**config.mk**
```make
export PLATFORM = sky130hd
export DESIGN_NAME = flash_erase_responder
export DESIGN_NICKNAME = d
export VERILOG_FILES = /design/src/rtl/fer_pkg.sv /design/src/rtl/fer_rx.sv /design/src/rtl/fer_cmd.sv /design/src/rtl/fer_timer.sv /design/src/rtl/fer_sdo.sv /design/src/rtl/flash_erase_responder.sv
export SDC_FILE = /design/constraint.sdc
export NUM_CORES = 1
export LEC_CHECK = 0
export ABC_AREA = 1
export BUFFER_PORTS_ARGS = -buffer_cell sky130_fd_sc_hd__buf_2
export CAP_MARGIN = 20
export CORE_MARGIN = 1
export CORE_UTILIZATION = 57
export CTS_CLUSTER_DIAMETER = 200
export DETAILED_ROUTE_END_ITERATION = 8
export HOLD_SLACK_MARGIN = 0.03
export PLACE_DENSITY = 0.74
export SYNTH_ARGS = -nofsm -noshare
export SYNTH_HDL_FRONTEND = slang
export SYNTH_SLANG_ARGS = --single-unit
```
**constraint.sdc**
```tcl
create_clock -name clk_i -period 2.4 [get_ports clk_i]
set_clock_uncertainty 0.2 [all_clocks]
set_input_delay 0.72 -clock clk_i [delete_from_list [all_inputs] [get_ports clk_i]]
set_output_delay 0.72 -clock clk_i [all_outputs]
set_load 0.005 [all_outputs]
```
**src/rtl/fer_pkg.sv**
```systemverilog
package fer_pkg;
  localparam logic [7:0] OP_WREN = 8'h06;
  localparam logic [7:0] OP_RDSR = 8'h05;
  localparam logic [7:0] OP_BULK = 8'hC7;
  localparam logic [7:0] OP_SECT = 8'hD8;

  typedef enum logic [2:0] {
    ST_OPC, ST_ADDR, ST_WREN, ST_ERASE, ST_RDSR, ST_DROP
  } cmd_st_e;
endpackage

```
**src/rtl/fer_rx.sv**
```systemverilog
module fer_rx (
  input  logic       clk_i,
  input  logic       rst_ni,
  input  logic       cs_ni,
  input  logic       sclk_i,
  input  logic       sdi_i,
  output logic       sclk_rise_o,
  output logic       sclk_fall_o,
  output logic       cs_rise_o,
  output logic       boundary_o,
  output logic       byte_vld_o,
  output logic [7:0] byte_o
);
  logic       sclk_q, cs_q;
  logic [2:0] bit_cnt;

  assign sclk_rise_o = sclk_i & ~sclk_q & ~cs_ni;
  assign sclk_fall_o = ~sclk_i & sclk_q & ~cs_ni;
  assign cs_rise_o   = cs_ni & ~cs_q;
  assign boundary_o  = (bit_cnt == 3'd0);

  always_ff @(posedge clk_i or negedge rst_ni) begin
    if (!rst_ni) begin
      sclk_q     <= 1'b0;
      cs_q       <= 1'b1;
      bit_cnt    <= '0;
      byte_o     <= '0;
      byte_vld_o <= 1'b0;
    end else begin
      sclk_q     <= sclk_i;
      cs_q       <= cs_ni;
      byte_vld_o <= 1'b0;
      if (cs_ni) begin
        bit_cnt <= '0;
      end else if (sclk_rise_o) begin
        byte_o  <= {byte_o[6:0], sdi_i};
        bit_cnt <= bit_cnt + 3'd1;
        if (bit_cnt == 3'd7) byte_vld_o <= 1'b1;
      end
    end
  end

  // framing restarts at every deselect
  a_r9_cnt_idle: assert property (@(posedge clk_i) disable iff (!rst_ni)
    cs_q |-> bit_cnt == 3'd0);
endmodule

```
**src/rtl/fer_cmd.sv**
```systemverilog
module fer_cmd
  import fer_pkg::*;
#(
  parameter int ADDR_W   = 24,
  parameter int SECT_LSB = 16,
  localparam int SECT_W  = ADDR_W - SECT_LSB
) (
  input  logic              clk_i,
  input  logic              rst_ni,
  input  logic              byte_vld_i,
  input  logic [7:0]        byte_i,
  input  logic              cs_rise_i,
  input  logic              boundary_i,
  input  logic              busy_i,
  output logic              start_o,
  output logic              bulk_o,
  output logic [SECT_W-1:0] sector_o,
  output logic              wel_o,
  output logic              rd_load_o,
  output logic              rd_active_o
);
  localparam int ADDR_BYTES = ADDR_W / 8;

  cmd_st_e           st;
  logic [1:0]        addr_cnt;
  logic [ADDR_W-1:0] addr;
  logic              is_bulk;

  assign rd_load_o   = byte_vld_i & ~cs_rise_i & (st == ST_OPC) & (byte_i == OP_RDSR);
  assign rd_active_o = (st == ST_RDSR);

  always_ff @(posedge clk_i or negedge rst_ni) begin
    if (!rst_ni) begin
      st       <= ST_OPC;
      addr_cnt <= '0;
      addr     <= '0;
      is_bulk  <= 1'b0;
      start_o  <= 1'b0;
      bulk_o   <= 1'b0;
      sector_o <= '0;
      wel_o    <= 1'b0;
    end else begin
      start_o <= 1'b0;
      if (cs_rise_i) begin
        if (boundary_i) begin
          case (st)
            ST_WREN:  wel_o <= 1'b1;
            ST_ERASE: if (wel_o && !busy_i) begin
              start_o  <= 1'b1;
              wel_o    <= 1'b0;
              bulk_o   <= is_bulk;
              sector_o <= is_bulk ? '0 : addr[ADDR_W-1:SECT_LSB];
            end
            default: ;
          endcase
        end
        st       <= ST_OPC;
        addr_cnt <= '0;
      end else if (byte_vld_i) begin
        case (st)
          ST_OPC: begin
            case (byte_i)
              OP_WREN: st <= ST_WREN;
              OP_RDSR: st <= ST_RDSR;
              OP_BULK: begin st <= ST_ERASE; is_bulk <= 1'b1; end
              OP_SECT: begin st <= ST_ADDR;  is_bulk <= 1'b0; end
              default: st <= ST_DROP;
            endcase
          end
          ST_ADDR: begin
            addr     <= {addr[ADDR_W-9:0], byte_i};
            addr_cnt <= addr_cnt + 2'd1;
            if (addr_cnt == 2'(ADDR_BYTES - 1)) st <= ST_ERASE;
          end
          ST_RDSR, ST_DROP: ;
          default: st <= ST_DROP;  // trailing bytes void the command
        endcase
      end
    end
  end

  // no erase launched over a running one
  a_r8_start_idle: assert property (@(posedge clk_i) disable iff (!rst_ni)
    start_o |-> !busy_i);
endmodule

```
**src/rtl/fer_timer.sv**
```systemverilog
module fer_timer #(
  parameter int SECT_CYC = 2000,
  parameter int BULK_CYC = 6000,
  localparam int MAX_CYC = (BULK_CYC > SECT_CYC) ? BULK_CYC : SECT_CYC,
  localparam int CNT_W   = $clog2(MAX_CYC)
) (
  input  logic clk_i,
  input  logic rst_ni,
  input  logic start_i,
  input  logic bulk_i,
  output logic busy_o
);
  logic [CNT_W-1:0] cnt;

  always_ff @(posedge clk_i or negedge rst_ni) begin
    if (!rst_ni) begin
      cnt    <= '0;
      busy_o <= 1'b0;
    end else if (start_i) begin
      cnt    <= bulk_i ? CNT_W'(BULK_CYC - 1) : CNT_W'(SECT_CYC - 1);
      busy_o <= 1'b1;
    end else if (busy_o) begin
      if (cnt == '0) busy_o <= 1'b0;
      else           cnt    <= cnt - 1'b1;
    end
  end

  a_r7_start_busy: assert property (@(posedge clk_i) disable iff (!rst_ni)
    start_i |=> busy_o);
  a_r7_expire: assert property (@(posedge clk_i) disable iff (!rst_ni)
    busy_o && cnt == '0 && !start_i |=> !busy_o);
endmodule

```
**src/rtl/fer_sdo.sv**
```systemverilog
module fer_sdo (
  input  logic       clk_i,
  input  logic       rst_ni,
  input  logic       sclk_rise_i,
  input  logic       sclk_fall_i,
  input  logic       load_i,
  input  logic       active_i,
  input  logic [7:0] status_i,
  output logic       sdo_o
);
  logic [7:0] sr;
  logic [2:0] cnt;
  logic       armed;  // host has taken the current bit

  assign sdo_o = active_i & sr[7];

  always_ff @(posedge clk_i or negedge rst_ni) begin
    if (!rst_ni) begin
      sr    <= '0;
      cnt   <= '0;
      armed <= 1'b0;
    end else if (load_i) begin
      sr    <= status_i;
      cnt   <= '0;
      armed <= 1'b0;
    end else if (active_i) begin
      if (sclk_rise_i) begin
        armed <= 1'b1;
      end else if (sclk_fall_i && armed) begin
        armed <= 1'b0;
        cnt   <= cnt + 3'd1;
        sr    <= (cnt == 3'd7) ? status_i : {sr[6:0], 1'b0};
      end
    end
  end
endmodule

```
**src/rtl/flash_erase_responder.sv**
```systemverilog
module flash_erase_responder #(
  parameter int ADDR_W   = 24,
  parameter int SECT_LSB = 16,
  parameter int SECT_CYC = 2000,
  parameter int BULK_CYC = 6000,
  localparam int SECT_W  = ADDR_W - SECT_LSB
) (
  input  logic              clk_i,
  input  logic              rst_ni,
  input  logic              cs_ni,
  input  logic              sclk_i,
  input  logic              sdi_i,
  output logic              sdo_o,
  output logic              erase_req_o,
  output logic              erase_bulk_o,
  output logic [SECT_W-1:0] erase_sector_o
);
  logic       sclk_rise, sclk_fall, cs_rise, boundary, byte_vld;
  logic [7:0] rx_byte;
  logic       wel, wip, rd_load, rd_active;

  fer_rx u_rx (
    .clk_i, .rst_ni, .cs_ni, .sclk_i, .sdi_i,
    .sclk_rise_o(sclk_rise), .sclk_fall_o(sclk_fall), .cs_rise_o(cs_rise),
    .boundary_o(boundary), .byte_vld_o(byte_vld), .byte_o(rx_byte)
  );

  fer_cmd #(.ADDR_W(ADDR_W), .SECT_LSB(SECT_LSB)) u_cmd (
    .clk_i, .rst_ni, .byte_vld_i(byte_vld), .byte_i(rx_byte),
    .cs_rise_i(cs_rise), .boundary_i(boundary), .busy_i(wip),
    .start_o(erase_req_o), .bulk_o(erase_bulk_o), .sector_o(erase_sector_o),
    .wel_o(wel), .rd_load_o(rd_load), .rd_active_o(rd_active)
  );

  fer_timer #(.SECT_CYC(SECT_CYC), .BULK_CYC(BULK_CYC)) u_timer (
    .clk_i, .rst_ni, .start_i(erase_req_o), .bulk_i(erase_bulk_o), .busy_o(wip)
  );

  fer_sdo u_sdo (
    .clk_i, .rst_ni, .sclk_rise_i(sclk_rise), .sclk_fall_i(sclk_fall),
    .load_i(rd_load), .active_i(rd_active),
    .status_i({6'b0, wel, wip}), .sdo_o
  );

  a_r4_req_pulse: assert property (@(posedge clk_i) disable iff (!rst_ni)
    erase_req_o |=> !erase_req_o);
  a_r4_sector_hold: assert property (@(posedge clk_i) disable iff (!rst_ni)
    wip && !erase_req_o |=> $stable(erase_sector_o) && $stable(erase_bulk_o));
  a_r7_wel_clear: assert property (@(posedge clk_i) disable iff (!rst_ni)
    $rose(wip) |-> !wel);
endmodule

```
==> flow_metrics.tcl, run 1 <==
set metrics [dict create \
    status "finished, violations left" \
    violations "design-rule violations" \
    critPathLaunchType "flip-flop" \
    die_w_microns 84.79 \
    busiest_layer "met2" \
    place_congestion 0.8347 \
    pre_cts_ws_ns 0.2263 \
    routed_via_density 5.121 \
    core_area_sq_um 6495 \
    drt_iter0_drc 110 \
    vdd_ir_drop_max_v 0.0003662 \
    first_pass_iters 7 \
    p_int_uw 1933 \
    worstPathMaxFanout 4 \
    synth_top_cell_area_share 0.5125 \
    hold_class "input pin to asynchronous set/reset pin" \
    clock.fmax_mhz 431.4 \
    first_global_vias 2797 \
    root_buffer "clkbuf_8" \
    cts_sinks 81 \
    p_per_area_nw_per_um2 608.1 \
    n_antenna_cell 0 \
    setup_tns_ns 0 \
    total_power_uw 2610 \
    syn_nets 494 \
    grt_setup_unrepaired "no" \
    synthTopCellsByCount "nand2_1, dfrtp_1, inv_1" \
    power_frac_comb 0.049 \
    via_count 3001 \
    grt_pass1_wl_mm 11.92 \
    ys_async_sr_fraction 1.000 \
    htree_levels 3 \
    synth_edf_count 0 \
    clk_path_buf_depth 2 \
    ioPinCount 16 \
    required_ns 1.48 \
    r2r_start "u_cmd.st[1]" \
    avgSynthCellArea_sq_um 8.121 \
    synthToLayoutAreaGrowth_pct 9.898 \
    yosysWarningCount 0 \
    seqPwrFrac 0.546 \
    start_util 0.6014 \
    wl_mm 6.914 \
    ys.flop_type "dfrtp_1" \
    fin_ws_ns 0.08178 \
    antenna_found_initial 0 \
    power.share.switching 0.2593 \
    clk_pin_slew_ns 0.10 \
    finalCriticalPeriod_ns 2.318 \
    dieArea_sq_um 7189 \
    ant_nets 0 \
    nets 517 \
    yosysMostFrequentCell "nand2_1" \
    switching_power_uw 677.0 \
    grt_max_degree 82 \
    met2_usage 0.3466 \
    finalHoldViolations 0 \
    drive_above_1_share 0.1316 \
    leakage_uw 0.002368 \
    cp.arrival_ns 1.40 \
    clk_latency_ns 0.37 \
    synthCells 481 \
    cp-end-kind "output pin" \
    rows 29 \
    slew_headroom 0.7014 \
    critPathLaunch "u_cmd.st[1]" \
    drc 2 \
    grtUsageTotal 0.2130 \
    synth_area_leaders "dfrtp_1, nand2_1, inv_1" \
    max_slew.worst_pin.slew_ns 0.4474 \
    worst-setup-path-type "flip-flop to output pin" \
    syn-cell-area_sq_um 3906 \
    yosysUniqueCellTypes 33 \
    use_met3 0.04523 \
    io_buffers 15 \
    yosysSeqAreaShare 0.5192 \
    slew_viol_final 0 \
    drv_cap 0 \
    cts_buffers 9 \
    cts_tree "yes" \
    die_height_microns 84.79 \
    drt-wirelength-per-cell_microns 11.80 \
    setup_viol 0 \
    use_met1 0.2747 \
    whs_ns 0.1615 \
    yosysTopAreaCell "dfrtp_1" \
    clkPwrFrac 0.405 \
    grt_overflow 0 \
    fin_crit_sh 0.9659 \
    ys_seq_elements 81 \
    dpl.hpwl_mm 4.758 \
    final_util 0.6610 \
]
per-layer routing:
layer,vias up,routed length (microns)
li1,1560,-
met1,1387,3419
met2,43,3168
met3,11,214
met4,0,111
met5,-,0
final timing paths:
check,slack [ns],endpoint,depth (start not counted)
min in group clk_i,0.28,u_sdo.sr[3],2
min reg2reg,0.28,u_sdo.sr[3],2
max in group asynchronous,1.46,u_rx.cs_q,2
max,0.08,sdo_o,6
min,0.16,u_cmd.sector_o[6],2
max reg2reg,0.58,u_sdo.sr[2],9
stage by stage:
step	std cells	instance area [sq um]
final	586	4293
after CTS	584	4272
after detailed placement	568	4063
after global placement	568	4063
after floorplan	481	3906
after global routing	586	4293
logic make-up after synthesis:
group | Yosys count | share of synthesized area
buf+inv | 72 | 0.07911
simple gates | 251 | 0.2745
compound gates | 65 | 0.08937
flops | 81 | 0.5192
mux | 2 | 0.007688
fa+ha+maj | 8 | 0.02563
xor+xnor | 2 | 0.004485
placed cells by master (no fill, tap or decap), types with 3 or more instances in the layout:
| cell | synthesis | routed |
|---|---|---|
| nand4_1 | 10 | 10 |
| buf_2 | 1 | 14 |
| nor2_2 | 5 | 4 |
| nand2_1 | 152 | 152 |
| o21ai_0 | 32 | 32 |
| inv_1 | 56 | 55 |
| nand2_2 | 3 | 3 |
| inv_2 | 4 | 5 |
| o21ai_2 | 4 | 4 |
| nor2_1 | 49 | 49 |
| dfrtp_1 | 80 | 78 |
| nand3_1 | 24 | 24 |
| o21ai_1 | 12 | 12 |
| buf_4 | 0 | 8 |
| ha_1 | 8 | 8 |
| a21oi_1 | 13 | 13 |
| clkbuf_8 | 0 | 9 |
critical path: stages, from the launching register on:
cell	delay, ns
dfrtp_2	0.46
inv_2	0.08
nand2_2	0.08
nor2_4	0.11
inv_2	0.08
nor2_1	0.11
buf_2	0.12
power groups by stage:
| stage | Clock [uW] | Sequential [uW] | Combinational [uW] |
|---|---|---|---|
| finish | 1060 | 1420 | 128 |
| global route | 1120 | 1430 | 148 |
| CTS | 1080 | 1420 | 131 |
| detailed placement | 0 | 1450 | 129 |
| global placement | 0 | 1450 | 126 |
| floorplan | 0 | 1440 | 72.8 |
cell type report:
type | count | area (sq um)
fill | 537 | 2202
sequential | 81 | 2031
multi-input combinational | 328 | 1579
inverter | 61 | 229.0
timing repair buffer | 23 | 150.1
clock buffer | 9 | 123.9
tap | 77 | 96.34
clock inverter | 7 | 83.83
state kept, by name, indices dropped and copies added (netlist names):
name and flops:
u_cmd.addr 24, u_cmd.addr_cnt 2, u_cmd.bulk_o 1, u_cmd.is_bulk 1, u_cmd.sector_o 8, u_cmd.st 3
u_cmd.start_o 1, u_cmd.wel_o 1, u_rx.bit_cnt 3, u_rx.byte_o 8, u_rx.byte_vld_o 1, u_rx.cs_q 1
u_rx.sclk_q 1, u_sdo.armed 1, u_sdo.cnt 3, u_sdo.sr 8, u_timer.busy_o 1, u_timer.cnt 13
timing repair:
action                                  in CTS  in global routing
hold buffers                                 0                  0
endpoints found under the hold margin        0                  0
gates cloned                                 0                  0
gates resized for setup                      1                  3
endpoints found under the setup margin       1                  1
buffers inserted                             0                  2
Power figures use the tool's default switching activity.
==> run 2: changes to the inputs <==
==> constraint.sdc (replaced) <==
create_clock -name clk_i -period 2.25 [get_ports clk_i]
set_clock_uncertainty 0.2 [all_clocks]
set_input_delay 0.675 -clock clk_i [delete_from_list [all_inputs] [get_ports clk_i]]
set_output_delay 0.675 -clock clk_i [all_outputs]
set_load 0.005 [all_outputs]
==> run 2 against run 1 <==
  * The flow still finishes with violations (design-rule violations)
  * Final cell count rose by 1.0%
  * Sequential power rose by 7%
  * Non-clock buffer count rose by 7
  * Global-route usage rose by 0.68 points
  * Worst setup slack got worse by 0.0092 ns
  * Critical path depth did not move
  * Critical endpoint unchanged
  * Largest cell class unchanged
==> flow_metrics.tcl, run 2 (synthesized netlist as in run 1, its figures left out) <==
set metrics [dict create \
    antenna_found_initial 0 \
    critPathLaunchType "flip-flop" \
    final_cell_mix "nand2_1, dfrtp_1, inv_1" \
    regMostFlops "u_cmd.addr" \
    fin_crit_sh 0.9678 \
    dpl.hpwl_mm 4.925 \
    max_slew.worst_pin.slew_ns 0.4446 \
    reg_top3 "u_cmd.addr x24, u_timer.cnt x13" \
    io_buffers 15 \
    grt_setup_unrepaired "no" \
    leakage_uw 0.002414 \
    n_antenna_cell 0 \
    dieArea_sq_um 7189 \
    cp-end-kind "output pin" \
    place_congestion 0.8673 \
    drc 2 \
    cp.arrival_ns 1.30 \
    first_global_vias 2925 \
    vdd_ir_drop_max_v 0.0007590 \
    clk_latency_ns 0.35 \
    ioPinCount 16 \
    grtUsageTotal 0.2198 \
    die_w_microns 84.79 \
    drive_above_1_share 0.1417 \
    start_util 0.6014 \
    drt_iter0_drc 163 \
    rows 29 \
    layout.cells.non_filler 592 \
    core_area_sq_um 6495 \
    max_stage_delay_ns 0.42 \
    busiest_layer "met2" \
    first_pass_iters 6 \
    cts_tree "yes" \
    routed_via_density 5.208 \
    synthToLayoutAreaGrowth_pct 12.72 \
    use_met1 0.2808 \
    status "finished, violations left" \
    clk_pin_slew_ns 0.08 \
    setup_tns_ns 0 \
    cts_buffers 9 \
    clock.fmax_mhz 459.3 \
    hold_class "input pin to flip-flop" \
    grt_overflow 0 \
    grt_pass1_wl_mm 12.49 \
    cts_sinks 81 \
    largest_reg_flops 24 \
    p_per_area_nw_per_um2 664.4 \
    violations "design-rule violations" \
    finalCriticalPeriod_ns 2.177 \
    grt_max_degree 34 \
    nets 524 \
    met2_usage 0.3688 \
    drt-wirelength-per-cell_microns 11.77 \
    via_count 3083 \
    root_buffer "clkbuf_8" \
    finalHoldViolations 0 \
    drv_cap 0 \
    ant_nets 0 \
    reg2regPathDepth 10 \
    holdPathStages 1 \
    clk_path_buf_depth 2 \
    wl_mm 6.967 \
    slowest_stage "dfrtp_2" \
    setup_viol 0 \
    die_height_microns 84.79 \
    htree_levels 3 \
    required_ns 1.37 \
    worstPathMaxFanout 3 \
    worst-setup-path-type "flip-flop to output pin" \
    crit_path_frequent_cell "nor2_4" \
    slew_viol_final 0 \
    layout.cells.most_common "nand2_1" \
    use_met3 0.06293 \
    dpl.cell_count 571 \
    path_cells "inv_2, nand2_2, nor2_4, inv_4, nor2_4, buf_2" \
    slew_headroom 0.7033 \
]
==> run 2: cell count changes in the layout (fill, tap and decap cells not counted), moves of 2 or more <==
| cell | change |
|---|---|
| bufinv_16 | +2 |
| clkinvlp_4 | +2 |
| buf_4 | +5 |
| inv_6 | -2 |
==> run 2: through the flow <==
| step | setup WS (ns) | power, uW | hold WS, ns | utilization | instance area (sq um) |
|---|---|---|---|---|---|
| finish | 0.07254 | 2925 | 0.2583 | 0.6779 | 4403 |
| detailed placement | 0.1774 | 1685 | 0.2663 | 0.6309 | 4098 |
| global placement | 0.2450 | 1682 | 0.2596 | 0.6309 | 4098 |
| floorplan | 0.4915 | 1618 | 0.1794 | - | 3906 |
| CTS | 0.008543 | 2960 | 0.2403 | 0.6714 | 4360 |
| global route | 0.002758 | 3043 | 0.2398 | 0.6779 | 4403 |
==> run 2: final cells by class <==
cell class | instances | area (sq um)
multi-input combinational | 328 | 1587
sequential | 81 | 2031
inverter | 61 | 231.5
fill | 542 | 2092
clock inverter | 6 | 116.4
clock buffer | 9 | 123.9
timing repair buffer | 30 | 217.7
tap | 77 | 96.34
==> run 2: final timing paths <==
check / slack, ns / endpoint / startpoint
max in group asynchronous: 0.74 / u_rx.cs_q / rst_ni
max: 0.07 / sdo_o / u_cmd.st[1]
max reg2reg: 0.29 / u_sdo.sr[6] / u_cmd.st[1]
min: 0.26 / u_rx.cs_q / cs_ni
min reg2reg: 0.28 / u_cmd.sector_o[1] / u_cmd.sector_o[1]
min in group asynchronous: 0.56 / u_cmd.sector_o[6] / rst_ni
==> run 2: where the power goes <==
part	total (uW)	leakage (uW)	switching, uW	internal [uW]
combinational	138	0.00125	96.2	41.6
sequential	1520	0.00105	29.6	1490
clock	1270	0.000113	532	738
total	2930	0.00241	657	2270
==> run 2: routing by layer <==
metal,wire (microns),part of all wire
met5,0,0
met4,80,0.011
met3,247,0.035
met2,3319,0.48
met1,3319,0.48
==> run 2: timing repair <==
item | 4_1_cts | 5_1_grt
gates resized for setup | 3 | 4
pin swaps | 0 | 1
setup endpoints to repair | 1 | 1
hold endpoints to repair | 24 | 0
cloned | 0 | 0
setup buffers | 1 | 4
hold buffers | 1 | 0
==> run 2: worst max-delay path, delay by kind of cell (launching register included) <==
family | cells | cell delay (ns)
simple gates | 3 | 0.30
buf+inv | 3 | 0.23
flops | 1 | 0.42
